**src/rtl/eirq_pkg.sv**
```systemverilog
package eirq_pkg;

    typedef enum logic {
        FLG_IDLE = 1'b0,
        FLG_PEND = 1'b1
    } flag_state_e;

    typedef enum logic [1:0] {
        SEL_CTL = 2'd0,
        SEL_EN  = 2'd1,
        SEL_POL = 2'd2,
        SEL_NONE = 2'd3
    } reg_sel_e;

    localparam int REG_W   = 8;
    localparam int GIE_BIT = 7;

endpackage

```
**src/rtl/eirq_sync.sv**
```systemverilog
module eirq_sync #(
    parameter int   STAGES  = 2,
    parameter logic RST_VAL = 1'b1
) (
    input  logic clk,
    input  logic rst_n,
    input  logic din,
    output logic dout
);

    logic [STAGES-1:0] chain_q;

    always_ff @(posedge clk) begin
        if (!rst_n) begin
            chain_q <= {STAGES{RST_VAL}};
        end else begin
            chain_q <= {chain_q[STAGES-2:0], din};
        end
    end

    assign dout = chain_q[STAGES-1];

endmodule

```
**src/rtl/eirq_chan.sv**
```systemverilog
module eirq_chan
    import eirq_pkg::*;
(
    input  logic clk,
    input  logic rst_n,
    input  logic pin_s,
    input  logic edge_mode,
    input  logic pol_high,
    input  logic sw_wr,
    input  logic sw_val,
    input  logic ack_hit,
    output logic flag
);

    flag_state_e state_q, state_d;
    logic        hist_q;
    logic        active;
    logic        edge_det;

    // History keeps the raw synchronised pin; polarity applies only in the compare.
    always_ff @(posedge clk) begin
        if (!rst_n) begin
            hist_q <= 1'b1;
        end else begin
            hist_q <= pin_s;
        end
    end

    always_comb begin
        active   = pol_high ? pin_s : ~pin_s;
        edge_det = pol_high ? (pin_s & ~hist_q) : (~pin_s & hist_q);
    end

    // State register
    always_ff @(posedge clk) begin
        if (!rst_n) begin
            state_q <= FLG_IDLE;
        end else begin
            state_q <= state_d;
        end
    end

    // Next state: LEVEL_FOLLOW, EDGE_SET, SW_SET, SW_CLR, ACK_CLR
    always_comb begin
        state_d = state_q;
        if (!edge_mode) begin
            state_d = active ? FLG_PEND : FLG_IDLE;
        end else begin
            unique case (state_q)
                FLG_IDLE: begin
                    if (edge_det || (sw_wr && sw_val)) begin
                        state_d = FLG_PEND;
                    end
                end
                FLG_PEND: begin
                    if (!edge_det) begin
                        if (sw_wr) begin
                            state_d = sw_val ? FLG_PEND : FLG_IDLE;
                        end else if (ack_hit) begin
                            state_d = FLG_IDLE;
                        end
                    end
                end
                default: state_d = FLG_IDLE;
            endcase
        end
    end

    // Output
    always_comb begin
        flag = (state_q == FLG_PEND);
    end

    assert_level_follow_R2: assert property (@(posedge clk) disable iff (!rst_n)
        !edge_mode |=> (flag == $past(active)));

    assert_ack_clear_R5: assert property (@(posedge clk) disable iff (!rst_n)
        (edge_mode && flag && ack_hit && !sw_wr && !edge_det) |=> !flag);

    assert_hw_wins_R8: assert property (@(posedge clk) disable iff (!rst_n)
        (edge_mode && edge_det) |=> flag);

    assert_no_false_edge_R9: assert property (@(posedge clk) disable iff (!rst_n)
        (edge_mode && $stable(pin_s) && !flag && !sw_wr) |=> !flag);

endmodule

```
**src/rtl/ext_irq_unit.sv**
```systemverilog
module ext_irq_unit
    import eirq_pkg::*;
#(
    parameter int  NUM_SRC     = 2,
    parameter int  SYNC_STAGES = 2,
    localparam int IDW         = (NUM_SRC > 1) ? $clog2(NUM_SRC) : 1
) (
    input  logic               clk,
    input  logic               rst_n,
    input  logic [NUM_SRC-1:0] ext_pin,
    input  logic               reg_wr,
    input  logic [1:0]         reg_sel,
    input  logic [REG_W-1:0]   reg_wdata,
    output logic [REG_W-1:0]   reg_rdata,
    input  logic               ack,
    input  logic [IDW-1:0]     ack_id,
    output logic [NUM_SRC-1:0] irq_req,
    output logic               irq_any,
    output logic [IDW-1:0]     irq_src
);

    logic [NUM_SRC-1:0] type_q;
    logic [NUM_SRC-1:0] pol_q;
    logic [NUM_SRC-1:0] en_q;
    logic               gie_q;
    logic [NUM_SRC-1:0] flag;
    logic [NUM_SRC-1:0] pin_s;
    logic               wr_ctl, wr_en, wr_pol;

    assign wr_ctl = reg_wr && (reg_sel == SEL_CTL);
    assign wr_en  = reg_wr && (reg_sel == SEL_EN);
    assign wr_pol = reg_wr && (reg_sel == SEL_POL);

    always_ff @(posedge clk) begin
        if (!rst_n) begin
            type_q <= '0;
            pol_q  <= '0;
            en_q   <= '0;
            gie_q  <= 1'b0;
        end else begin
            for (int i = 0; i < NUM_SRC; i++) begin
                if (wr_ctl) type_q[i] <= reg_wdata[2*i];
                if (wr_en)  en_q[i]   <= reg_wdata[2*i];
                if (wr_pol) pol_q[i]  <= reg_wdata[i];
            end
            if (wr_en) gie_q <= reg_wdata[GIE_BIT];
        end
    end

    for (genvar g = 0; g < NUM_SRC; g++) begin : g_src
        eirq_sync #(
            .STAGES  (SYNC_STAGES),
            .RST_VAL (1'b1)
        ) u_sync (
            .clk   (clk),
            .rst_n (rst_n),
            .din   (ext_pin[g]),
            .dout  (pin_s[g])
        );

        eirq_chan u_chan (
            .clk       (clk),
            .rst_n     (rst_n),
            .pin_s     (pin_s[g]),
            .edge_mode (type_q[g]),
            .pol_high  (pol_q[g]),
            .sw_wr     (wr_ctl),
            .sw_val    (reg_wdata[2*g+1]),
            .ack_hit   (ack && (ack_id == IDW'(g))),
            .flag      (flag[g])
        );
    end

    always_comb begin
        irq_req = flag & en_q & {NUM_SRC{gie_q}};
        irq_any = |irq_req;
        irq_src = '0;
        for (int i = NUM_SRC - 1; i >= 0; i--) begin
            if (irq_req[i]) irq_src = IDW'(i);
        end
    end

    always_comb begin
        reg_rdata = '0;
        unique case (reg_sel)
            SEL_CTL: begin
                for (int i = 0; i < NUM_SRC; i++) begin
                    reg_rdata[2*i]   = type_q[i];
                    reg_rdata[2*i+1] = flag[i];
                end
            end
            SEL_EN: begin
                for (int i = 0; i < NUM_SRC; i++) reg_rdata[2*i] = en_q[i];
                reg_rdata[GIE_BIT] = gie_q;
            end
            SEL_POL: begin
                for (int i = 0; i < NUM_SRC; i++) reg_rdata[i] = pol_q[i];
            end
            default: reg_rdata = '0;
        endcase
    end

    assert_gate_R10: assert property (@(posedge clk) disable iff (!rst_n)
        irq_any |-> (gie_q && ((flag & en_q) != '0)));

    assert_prio_R11: assert property (@(posedge clk) disable iff (!rst_n)
        irq_req[0] |-> (irq_src == '0));

    assert_reset_R1: assert property (@(posedge clk)
        !rst_n |=> (irq_req == '0));

endmodule

```
**config.mk**
```make
export PLATFORM = sky130hd
export DESIGN_NAME = ext_irq_unit
export DESIGN_NICKNAME = d
export VERILOG_FILES = /design/src/rtl/eirq_pkg.sv /design/src/rtl/eirq_sync.sv /design/src/rtl/eirq_chan.sv /design/src/rtl/ext_irq_unit.sv
export SDC_FILE = /design/constraint.sdc
export NUM_CORES = 1
export LEC_CHECK = 0
export ABC_AREA = 1
export BUFFER_PORTS_ARGS = -buffer_cell sky130_fd_sc_hd__buf_2
export CORE_UTILIZATION = 30
export CTS_CLUSTER_DIAMETER = 30
export DETAILED_ROUTE_END_ITERATION = 7
export PLACE_DENSITY = 0.59
export SYNTH_ARGS = -nofsm -noshare
export SYNTH_HDL_FRONTEND = slang
export SYNTH_HIERARCHICAL = 1
export SYNTH_SLANG_ARGS = --single-unit
```
**constraint.sdc**
```tcl
create_clock -name clk -period 1.4 [get_ports clk]
set_input_delay 0.21 -clock clk [delete_from_list [all_inputs] [get_ports clk]]
set_output_delay 0.21 -clock clk [all_outputs]
set_load 0.05 [all_outputs]
```
==> impl_metrics.yaml, run 1 <==
clocking:
  tritoncts: "built"
  ctsHtreeMaxLevel: 1
  cts_root_buffer: "clkbuf_4"
  worst_setup_hold_path_clk_slew_ns: 0.09
  numCtsBuffers: 3
  post_cts_setup_buffer_count: 0
  holdBufCountCts: 0
  clk_latency_ns: 0.28
  cts.path.max_buffers: 2
  cts_num_sinks: 15
global_route:
  number_of_global_route_vias_before_repair: 638
  grt_pass1_wl_um: 2540
  grt_remaining_overflow: 0
  grt_usage: 0.126
  antenna_found_initial: 0
  largest_net_degree_at_the_start_of_global_routing: 16
hold_path:
  holdPathStages: 3
  hold_start: "ext_pin[0]"
  min_delay_worst_endpoint: "g_src[0].u_sync/chain_q[0]"
  min-delay-path-class: "in -> reg"
worst_setup_path:
  rrSetupSlack_ns: 0.57
  critPathKind: "reg -> out"
  crit_path_start_kind: "register"
  endpoint_kind: "primary output"
  reg2reg_from: "type_q[1]"
  arrival_ns: 1.13
  crit_fanout: 4
  worst_r2r_endpoint: "g_src[1].u_chan/flag"
  required_ns: 1.19
  ff2ff_path_depth: 5
final_layout:
  layout.cells.most_common: "nand2_1"
  footprint_of_the_flip_flops_and_latches_um2: 303
  layout_cells_sized_above_1: 0.229
  diodes: 0
  num-nets-final: 171
  area_growth_syn_to_layout_pct: 25.6
  multi_input_comb_area_um2: 360
  layout.cells.most_common_list: "nand2_1 (37), inv_1 (26), nor2_1 (22)"
  final_util: 0.394
  nFillCells: 276
status:
  run_status: "finished clean"
timing:
  max_freq_ghz: 0.747
  report.final.hold_viol_count: 0
  period_share: 0.957
  final.setup.tns_ns: 0
  unrepaired_setup_endpoints_after_global_routing: "no"
  hold-worst-slack_ns: 0.103
  period_needed_ns: 1.34
  clock_skew_ns: 0.00691
  timing.final.setup_violations: 0
  final_max_slew_viol_count: 0
placed_design:
  routability_cong: 0.780
  buffer_ports.inserted: 22
  dp.final_hpwl_um: 1250
power_and_ir_drop:
  netSwitchingPower_uw: 251
  irDropWorstVdd_v: 0.000538
  cell_internal_pwr_uw: 610
  combPwrFrac: 0.178
  cellLeakagePower_nw: 0.581
  power_uw: 860
  swShare: 0.291
  clock_power_share: 0.282
  pwr-share-seq: 0.540
  power-per-cell-area_nw_per_um2: 888
synthesis:
  seq_total_area_yosys: 0.390
  post_synthesis_sequential_element_count: 15
  yosysWarningCount: 6
  synth.avg_cell_area_um2: 6.12
  synthesis.instances: 126
  synthDistinctLibCells: 13
  mappedNetlistArea_um2: 771
die:
  die_span_in_y_um: 52.7
  initial_utilization: 0.314
  placeableCoreArea_um2: 2450
  core.rowCount: 18
  dieArea_um2: 2780
  io_pins: 29
  die_width_um: 52.7
routing:
  drt_first_pass_iters: 4
  routed_via_density: 4.25
  remaining_drc_errors: 0
  drt_iter0_markers: 25
  wire_per_inst_um: 8.57
  vias: 777
  routed_wl_um: 1570
  antenna_left: 0
flow_run:
  max-cap-violations: 0
==> critical path, cell delays in order (launching register included) <==
cell     delay [ns]
dfxtp_1        0.40
inv_1          0.08
o21ai_1        0.15
buf_4          0.22
==> layer usage <==
| layer | up-vias | global-route usage | routed length [um] |
|---|---|---|---|
| met3 | 2 | 0.0319 | 88 |
| met1 | 340 | 0.156 | 694 |
| li1 | 421 | - | - |
| met4 | 0 | 0.0658 | 11 |
| met2 | 14 | 0.196 | 774 |
| met5 | - | 0 | 0 |
==> worst max-delay path by stage <==
stage | startpoint | slack (ns) | cells after the start | to
detailed placement | reg_sel[1] | 0.14 | 9 | g_src[1].u_chan/flag
global placement | reg_sel[1] | 0.16 | 6 | reg_rdata[1]
global route | pol_q[0] | 0.008 | 3 | reg_rdata[0]
CTS | g_src[1].u_chan/flag | 0.0002 | 3 | irq_src
finish | pol_q[1] | 0.06 | 3 | reg_rdata[1]
floorplan | pol_q[0] | 0.03 | 2 | reg_rdata[0]
==> cells in the mapped netlist <==
cell type	n	area (um2)
o211ai_1	1	7.51
nand2_1	37	139
nor2_1	23	86.3
dfxtp_1	15	300
nor2_2	3	18.8
nand3_2	2	20.0
conb_1	1	3.75
inv_1	26	97.6
nand3_1	7	35.0
o21ai_1	1	5.00
a21oi_1	4	20.0
buf_4	3	22.5
o21ai_0	3	15.0
==> flip-flops by register name, summed over array words and instances, names as in the netlist <==
register              count
en_q                      2
g_src.u_sync/chain_q      4
gie_q                     1
pol_q                     2
g_src.u_chan/flag         2
g_src.u_chan/hist_q       2
type_q                    2
==> per-stage QoR <==
step / std cells / setup slack (ns) / instance area, um2
after global placement: 179 / 0.155 / 922
after global routing: 183 / 0.00815 / 968
final: 183 / 0.0604 / 968
after detailed placement: 179 / 0.136 / 922
after CTS: 183 / 0.000176 / 948
after floorplan: 128 / 0.0261 / 782
==> cell type report <==
class / count / share of cell area
clock buffer: 4 / 0.0271
inverter: 26 / 0.101
multi-input combinational: 84 / 0.372
sequential: 15 / 0.313
tap: 30 / 0.0388
timing repair buffer: 24 / 0.149
==> kinds of logic (layout without fill, tap and decap cells) <==
group | after synthesis | after routing | share of synthesized area
DFF | 15 | 15 | 0.390
buffers and inverters | 29 | 54 | 0.156
and+or+nand+nor | 72 | 72 | 0.388
other | 1 | 3 | 0.00487
AOI/OAI and AO/OA | 9 | 9 | 0.0617
==> power by group through the flow <==
stage | clock network, mW | logic [mW] | registers (mW)
4_1_cts | 0.258 | 0.152 | 0.465
3_3_place_gp | 0 | 0.148 | 0.474
6_report | 0.243 | 0.153 | 0.465
2_1_floorplan | 0 | 0.106 | 0.471
3_5_place_dp | 0 | 0.151 | 0.475
5_1_grt | 0.276 | 0.171 | 0.468
==> timing repair <==
item | in CTS | in global routing
endpoints found under the setup margin | 0 | 6
resized for setup | 0 | 11
hold endpoints to repair | 0 | 0
Note: power is estimated with default switching activity, not from simulation.
==> inputs of run 2 (changes only) <==
==> constraint.sdc (replaced) <==
create_clock -name clk -period 1.4 [get_ports clk]
set_input_delay 0.14 -clock clk [delete_from_list [all_inputs] [get_ports clk]]
set_output_delay 0.14 -clock clk [all_outputs]
set_load 0.05 [all_outputs]
==> run 2 against run 1 <==
Compared with the run above: flip-flop and latch count stayed put; combinational power is 3% lower; first-iteration DRC count is 80% lower; die area stayed put; final cell count is 0.55% lower; global-route usage is 0.47 points higher; clock power is 7% higher; critical endpoint is now reg_rdata[0]; via count is 1.0% lower.
==> impl_metrics.yaml, run 2 (synthesis gave the netlist of run 1 again) <==
global_route:
  grt_remaining_overflow: 0
  largest_net_degree_at_the_start_of_global_routing: 16
  number_of_global_route_vias_before_repair: 634
  grt_pass1_wl_um: 2590
  grt_usage: 0.130
  antenna_found_initial: 0
clocking:
  cts.path.max_buffers: 2
  ctsHtreeMaxLevel: 1
  clk_latency_ns: 0.29
  tritoncts: "built"
  worst_setup_hold_path_clk_slew_ns: 0.11
  holdBufCountCts: 0
  cts_root_buffer: "clkbuf_4"
  cts_num_sinks: 15
  numCtsBuffers: 3
placed_design:
  dp.final_hpwl_um: 1230
  routability_cong: 0.712
  buffer_ports.inserted: 22
  placed_instances: 178
  dp_worst_setup_slack_ns: 0.219
  placed_cell_area_um2: 913
routing:
  remaining_drc_errors: 0
  antenna_left: 0
  drt_iter0_markers: 5
  routed_wl_um: 1560
  drt_first_pass_iters: 4
  wire_per_inst_um: 8.58
  routed_via_density: 4.23
  vias: 769
  wl_met1_um: 783
  detailed_route_wirelength_on_metal2_um: 658
  met3WireLength_um: 84
  route.top_layer_used: "met4"
die:
  core.rowCount: 18
  io_pins: 29
  placeableCoreArea_um2: 2450
  initial_utilization: 0.314
  die_width_um: 52.7
  die_span_in_y_um: 52.7
  dieArea_um2: 2780
final_layout:
  top_register: "g_src.u_sync/chain_q"
  final-instance-count-excl-fill: 182
  nFillCells: 296
  max_ffs_per_register: 4
  layout.cells.most_common_list: "nand2_1 (37), inv_1 (26), nor2_1 (22)"
  layout.cells.most_common: "nand2_1"
  layout_cells_sized_above_1: 0.217
  final_util: 0.387
  num-nets-final: 170
  diodes: 0
  layout.cell_area.non_filler_um2: 951
  area_growth_syn_to_layout_pct: 23.4
worst_setup_path:
  arrival_ns: 1.17
  endpoint_kind: "primary output"
  required_ns: 1.26
  critPathKind: "reg -> out"
  cp.buffers_inverters: 2
  worstPathCellList: "inv_1 -> o211ai_1 -> buf_4"
  rrSetupSlack_ns: 0.57
  crit_path_start_kind: "register"
  critPathMaxStageDelay_ns: 0.40
  path_delay_family: "flip-flops"
  reg2reg_from: "type_q[0]"
  crit_fanout: 4
  crit_end: "reg_rdata[0]"
  crit_path_start: "pol_q[0]"
  worst_r2r_endpoint: "g_src[0].u_chan/flag"
  ff2ff_path_depth: 5
  worst-path-stages: 3
  cell_with_the_largest_stage_delay_on_the_worst_path: "dfxtp_1"
timing:
  unrepaired_setup_endpoints_after_global_routing: "no"
  period_share: 0.939
  finalWorstSetupSlack_ns: 0.0861
  max_freq_ghz: 0.761
  clock_skew_ns: 0.0117
  timing.final.setup_violations: 0
  period_needed_ns: 1.31
  final.setup.tns_ns: 0
  final_max_slew_viol_count: 0
  report.final.hold_viol_count: 0
power_and_ir_drop:
  irDropWorstVdd_v: 0.000492
  power-per-cell-area_nw_per_um2: 920
  cellLeakagePower_nw: 0.577
flow_run:
  max-cap-violations: 0
hold_path:
  min-delay-path-class: "in -> reg"
status:
  run_status: "finished clean"
## run 2: changes by cell type in the layout (fill, tap and decap cells not counted)
cell      change
buf_2         +2
buf_4         -2
buf_6         -1
clkbuf_1      -1
clkinv_2      +1
dfxtp_1       +2
dfxtp_2       -2
## run 2: metal layers
layer | GRT usage | vias up
li1 | - | 417
met1 | 0.157 | 327
met2 | 0.203 | 19
met3 | 0.0348 | 6
met4 | 0.0789 | 0
met5 | 0 | -
## run 2: repair_timing
item,4_1_cts,5_1_grt
buffers inserted,0,0
endpoints found under the setup margin,0,4
resized for setup,0,5
## run 2: worst min-delay path by stage
stage | start | end | depth (start not counted)
final | ext_pin[1] | g_src[1].u_sync/chain_q[0] | 3
after detailed placement | ext_pin[0] | g_src[0].u_sync/chain_q[0] | 3
after CTS | ext_pin[1] | g_src[1].u_sync/chain_q[0] | 3
after global placement | ext_pin[1] | g_src[1].u_sync/chain_q[0] | 3
after global routing | ext_pin[0] | g_src[0].u_sync/chain_q[0] | 3
after floorplan | rst_n | g_src[0].u_sync/chain_q[0] | 1
## run 2: area by class of cell
class,instances,area (um2),share of cell area
flip-flops and latches,15,300,0.316
multi-input cells,84,360,0.379
inverters,26,97.6,0.103
clock inverters,1,5.00,0.00526
well taps,30,37.5,0.0395
repair buffers,23,128,0.134
clock buffers,3,22.5,0.0237
## run 2: through the flow
stage / power [mW] / hold WS [ns]
2_1_floorplan: 0.577 / 0.209
6_report: 0.875 / 0.00729
3_3_place_gp: 0.621 / 0.310
3_5_place_dp: 0.624 / 0.315
4_1_cts: 0.887 / 0.000774
5_1_grt: 0.930 / 0.00698
## run 2: report_power, final
part	internal, mW	switching (mW)	leakage, nW
Sequential	0.448	0.0166	0.123
Combinational	0.0484	0.101	0.436
Clock	0.106	0.155	0.0177
Total	0.603	0.272	0.577
## run 2: worst reg2reg max path: stages, from the launching register on
cell	delay, ns
dfxtp_1	0.37
inv_1	0.07
a21oi_1	0.11
nand2_1	0.06
nor2_1	0.08
nor2_1	0.04
==> inputs of run 3 (changes only) <==
--- a/config.mk
+++ b/config.mk
@@ -10,7 +10,7 @@
 export CORE_UTILIZATION = 30
 export CTS_CLUSTER_DIAMETER = 30
 export DETAILED_ROUTE_END_ITERATION = 7
-export PLACE_DENSITY = 0.59
+export PLACE_DENSITY = 0.61
 export SYNTH_ARGS = -nofsm -noshare
 export SYNTH_HDL_FRONTEND = slang
 export SYNTH_HIERARCHICAL = 1
==> constraint.sdc (replaced) <==
create_clock -name clk -period 1.2 [get_ports clk]
set_input_delay 0.12 -clock clk [delete_from_list [all_inputs] [get_ports clk]]
set_output_delay 0.12 -clock clk [all_outputs]
set_load 0.05 [all_outputs]
==> run 3 against run 2 <==
Compared with the run above: the run now ends with DRC left; count of clock-buffer cells in the layout is 1 higher; combinational power is 36% higher; via count is 3.9% higher; sequential power is 17% higher; total power is 17% higher.
==> impl_metrics.yaml, run 3 (synthesis gave the netlist of run 1 again) <==
status:
  run_status: "finished with violations"
  violations: "DRC"
worst_setup_path:
  critPathKind: "reg -> out"
  endpoint_kind: "primary output"
  arrival_ns: 1.03
  crit_path_start_kind: "register"
  crit_fanout: 3
  required_ns: 1.08
final_layout:
  area_growth_syn_to_layout_pct: 39.8
  layout_cells_sized_above_1: 0.319
  max_ffs_per_register: 4
  num-nets-final: 178
  top_register: "g_src.u_sync/chain_q"
  nFillCells: 257
  diodes: 0
  layout.cells.most_common_list: "nand2_1 (37), inv_1 (23), nor2_1 (22)"
  layout.cells.most_common: "nand2_1"
flow_run:
  max-cap-violations: 0
power_and_ir_drop:
  combPwrFrac: 0.197
  irDropWorstVdd_v: 0.000720
  pwr-share-seq: 0.532
  cellLeakagePower_nw: 0.621
  netSwitchingPower_uw: 295
  cell_internal_pwr_uw: 731
  power-per-cell-area_nw_per_um2: 953
  clock_power_share: 0.271
  swShare: 0.287
timing:
  finalWorstSetupSlack_ns: 0.0512
  max_freq_ghz: 0.870
  period_share: 0.957
  period_needed_ns: 1.15
  unrepaired_setup_endpoints_after_global_routing: "no"
  final.setup.tns_ns: 0
  timing.final.setup_violations: 0
  clock_skew_ns: 0.00173
  report.final.hold_viol_count: 0
  final_max_slew_viol_count: 0
clocking:
  worst_setup_hold_path_clk_slew_ns: 0.08
  cts_num_sinks: 15
  tritoncts: "built"
  ctsHtreeMaxLevel: 1
  clk_latency_ns: 0.27
  numCtsBuffers: 3
  cts_root_buffer: "clkbuf_4"
  cts.path.max_buffers: 2
global_route:
  grt_usage: 0.130
  grt_remaining_overflow: 0
  number_of_global_route_vias_before_repair: 692
  largest_net_degree_at_the_start_of_global_routing: 16
  grt_pass1_wl_um: 2630
  antenna_found_initial: 0
routing:
  drt_iter0_markers: 15
  wire_per_inst_um: 8.44
  routed_wl_um: 1600
  vias: 799
  routed_via_density: 4.21
  drt_first_pass_iters: 6
  antenna_left: 0
  remaining_drc_errors: 1
placed_design:
  routability_cong: 0.790
  dp.final_hpwl_um: 1260
  buffer_ports.inserted: 22
  dp_worst_setup_slack_ns: 0.0819
hold_path:
  min-delay-path-class: "in -> reg"
die:
  die_span_in_y_um: 52.7
  die_width_um: 52.7
  placeableCoreArea_um2: 2450
  core.rowCount: 18
  dieArea_um2: 2780
  initial_utilization: 0.314
  io_pins: 29
[run 3: cell count changes in the layout (fill, tap and decap cells not counted), sizes merged]
cell / delta
clkbuf: -2
clkinv: -1
dlygate4sd3: +2
buf: +9
[run 3: power groups by stage]
stage / Clock (mW) / Combinational, mW / Sequential, mW
floorplan: 0 / 0.124 / 0.549
global placement: 0 / 0.182 / 0.553
detailed placement: 0 / 0.186 / 0.554
CTS: 0.297 / 0.198 / 0.543
global route: 0.316 / 0.226 / 0.549
finish: 0.279 / 0.202 / 0.546
[run 3: worst paths after layout]
path,from,end,slack [ns],cells after the start
setup / recovery,en_q[0],reg_rdata[0],0.05,3
hold reg to reg,g_src[1].u_sync/chain_q[0],g_src[1].u_sync/chain_q[1],0.40,2
hold / removal,reg_wdata[7],gie_q,0.08,3
setup reg to reg,pol_q[0],g_src[0].u_chan/flag,0.32,6
[run 3: critical path: stages, from the launching register on]
cell and delay (ns):
dfxtp_2 0.36, nand3_1 0.08, o211ai_1 0.09, buf_4 0.22
[run 3: what timing repair did]
action / CTS / global route
buffers inserted: 1 / 0
setup endpoints to repair: 6 / 9
hold endpoints to repair: 1 / 1
pin swaps: 0 / 1
gates resized for setup: 15 / 12
gates cloned: 0 / 0
hold buffers: 1 / 1
[run 3: per-stage QoR]
step                total power [mW]  std cells  hold slack (ns)   util  area, um2
floorplan                      0.674        128            0.189      -        787
global placement               0.736        183            0.288  0.390        957
detailed placement             0.740        183            0.293  0.390        957
CTS                             1.04        189          0.00290  0.424       1040
global route                    1.09        190           0.0885  0.439       1080
finish                          1.03        190           0.0822  0.439       1080
[run 3: layout make-up]
| cell class | count | area (um2) | share of cell area |
|---|---|---|---|
| Inverter | 26 | 97.6 | 0.0906 |
| Clock buffer | 4 | 26.3 | 0.0244 |
| Multi-Input combinational cell | 84 | 379 | 0.352 |
| Sequential cell | 15 | 309 | 0.287 |
| Tap cell | 30 | 37.5 | 0.0348 |
| Timing Repair Buffer | 31 | 228 | 0.211 |
[run 3: per-layer routing]
metal / GRT usage / share of wire / up-vias / wire [um]
met4: 0.0658 / 0.0037 / 0 / 6
met1: 0.155 / 0.47 / 350 / 758
met5: 0 / 0 / - / 0
met3: 0.0174 / 0.032 / 2 / 51
li1: - / - / 434 / -
met2: 0.224 / 0.49 / 13 / 789
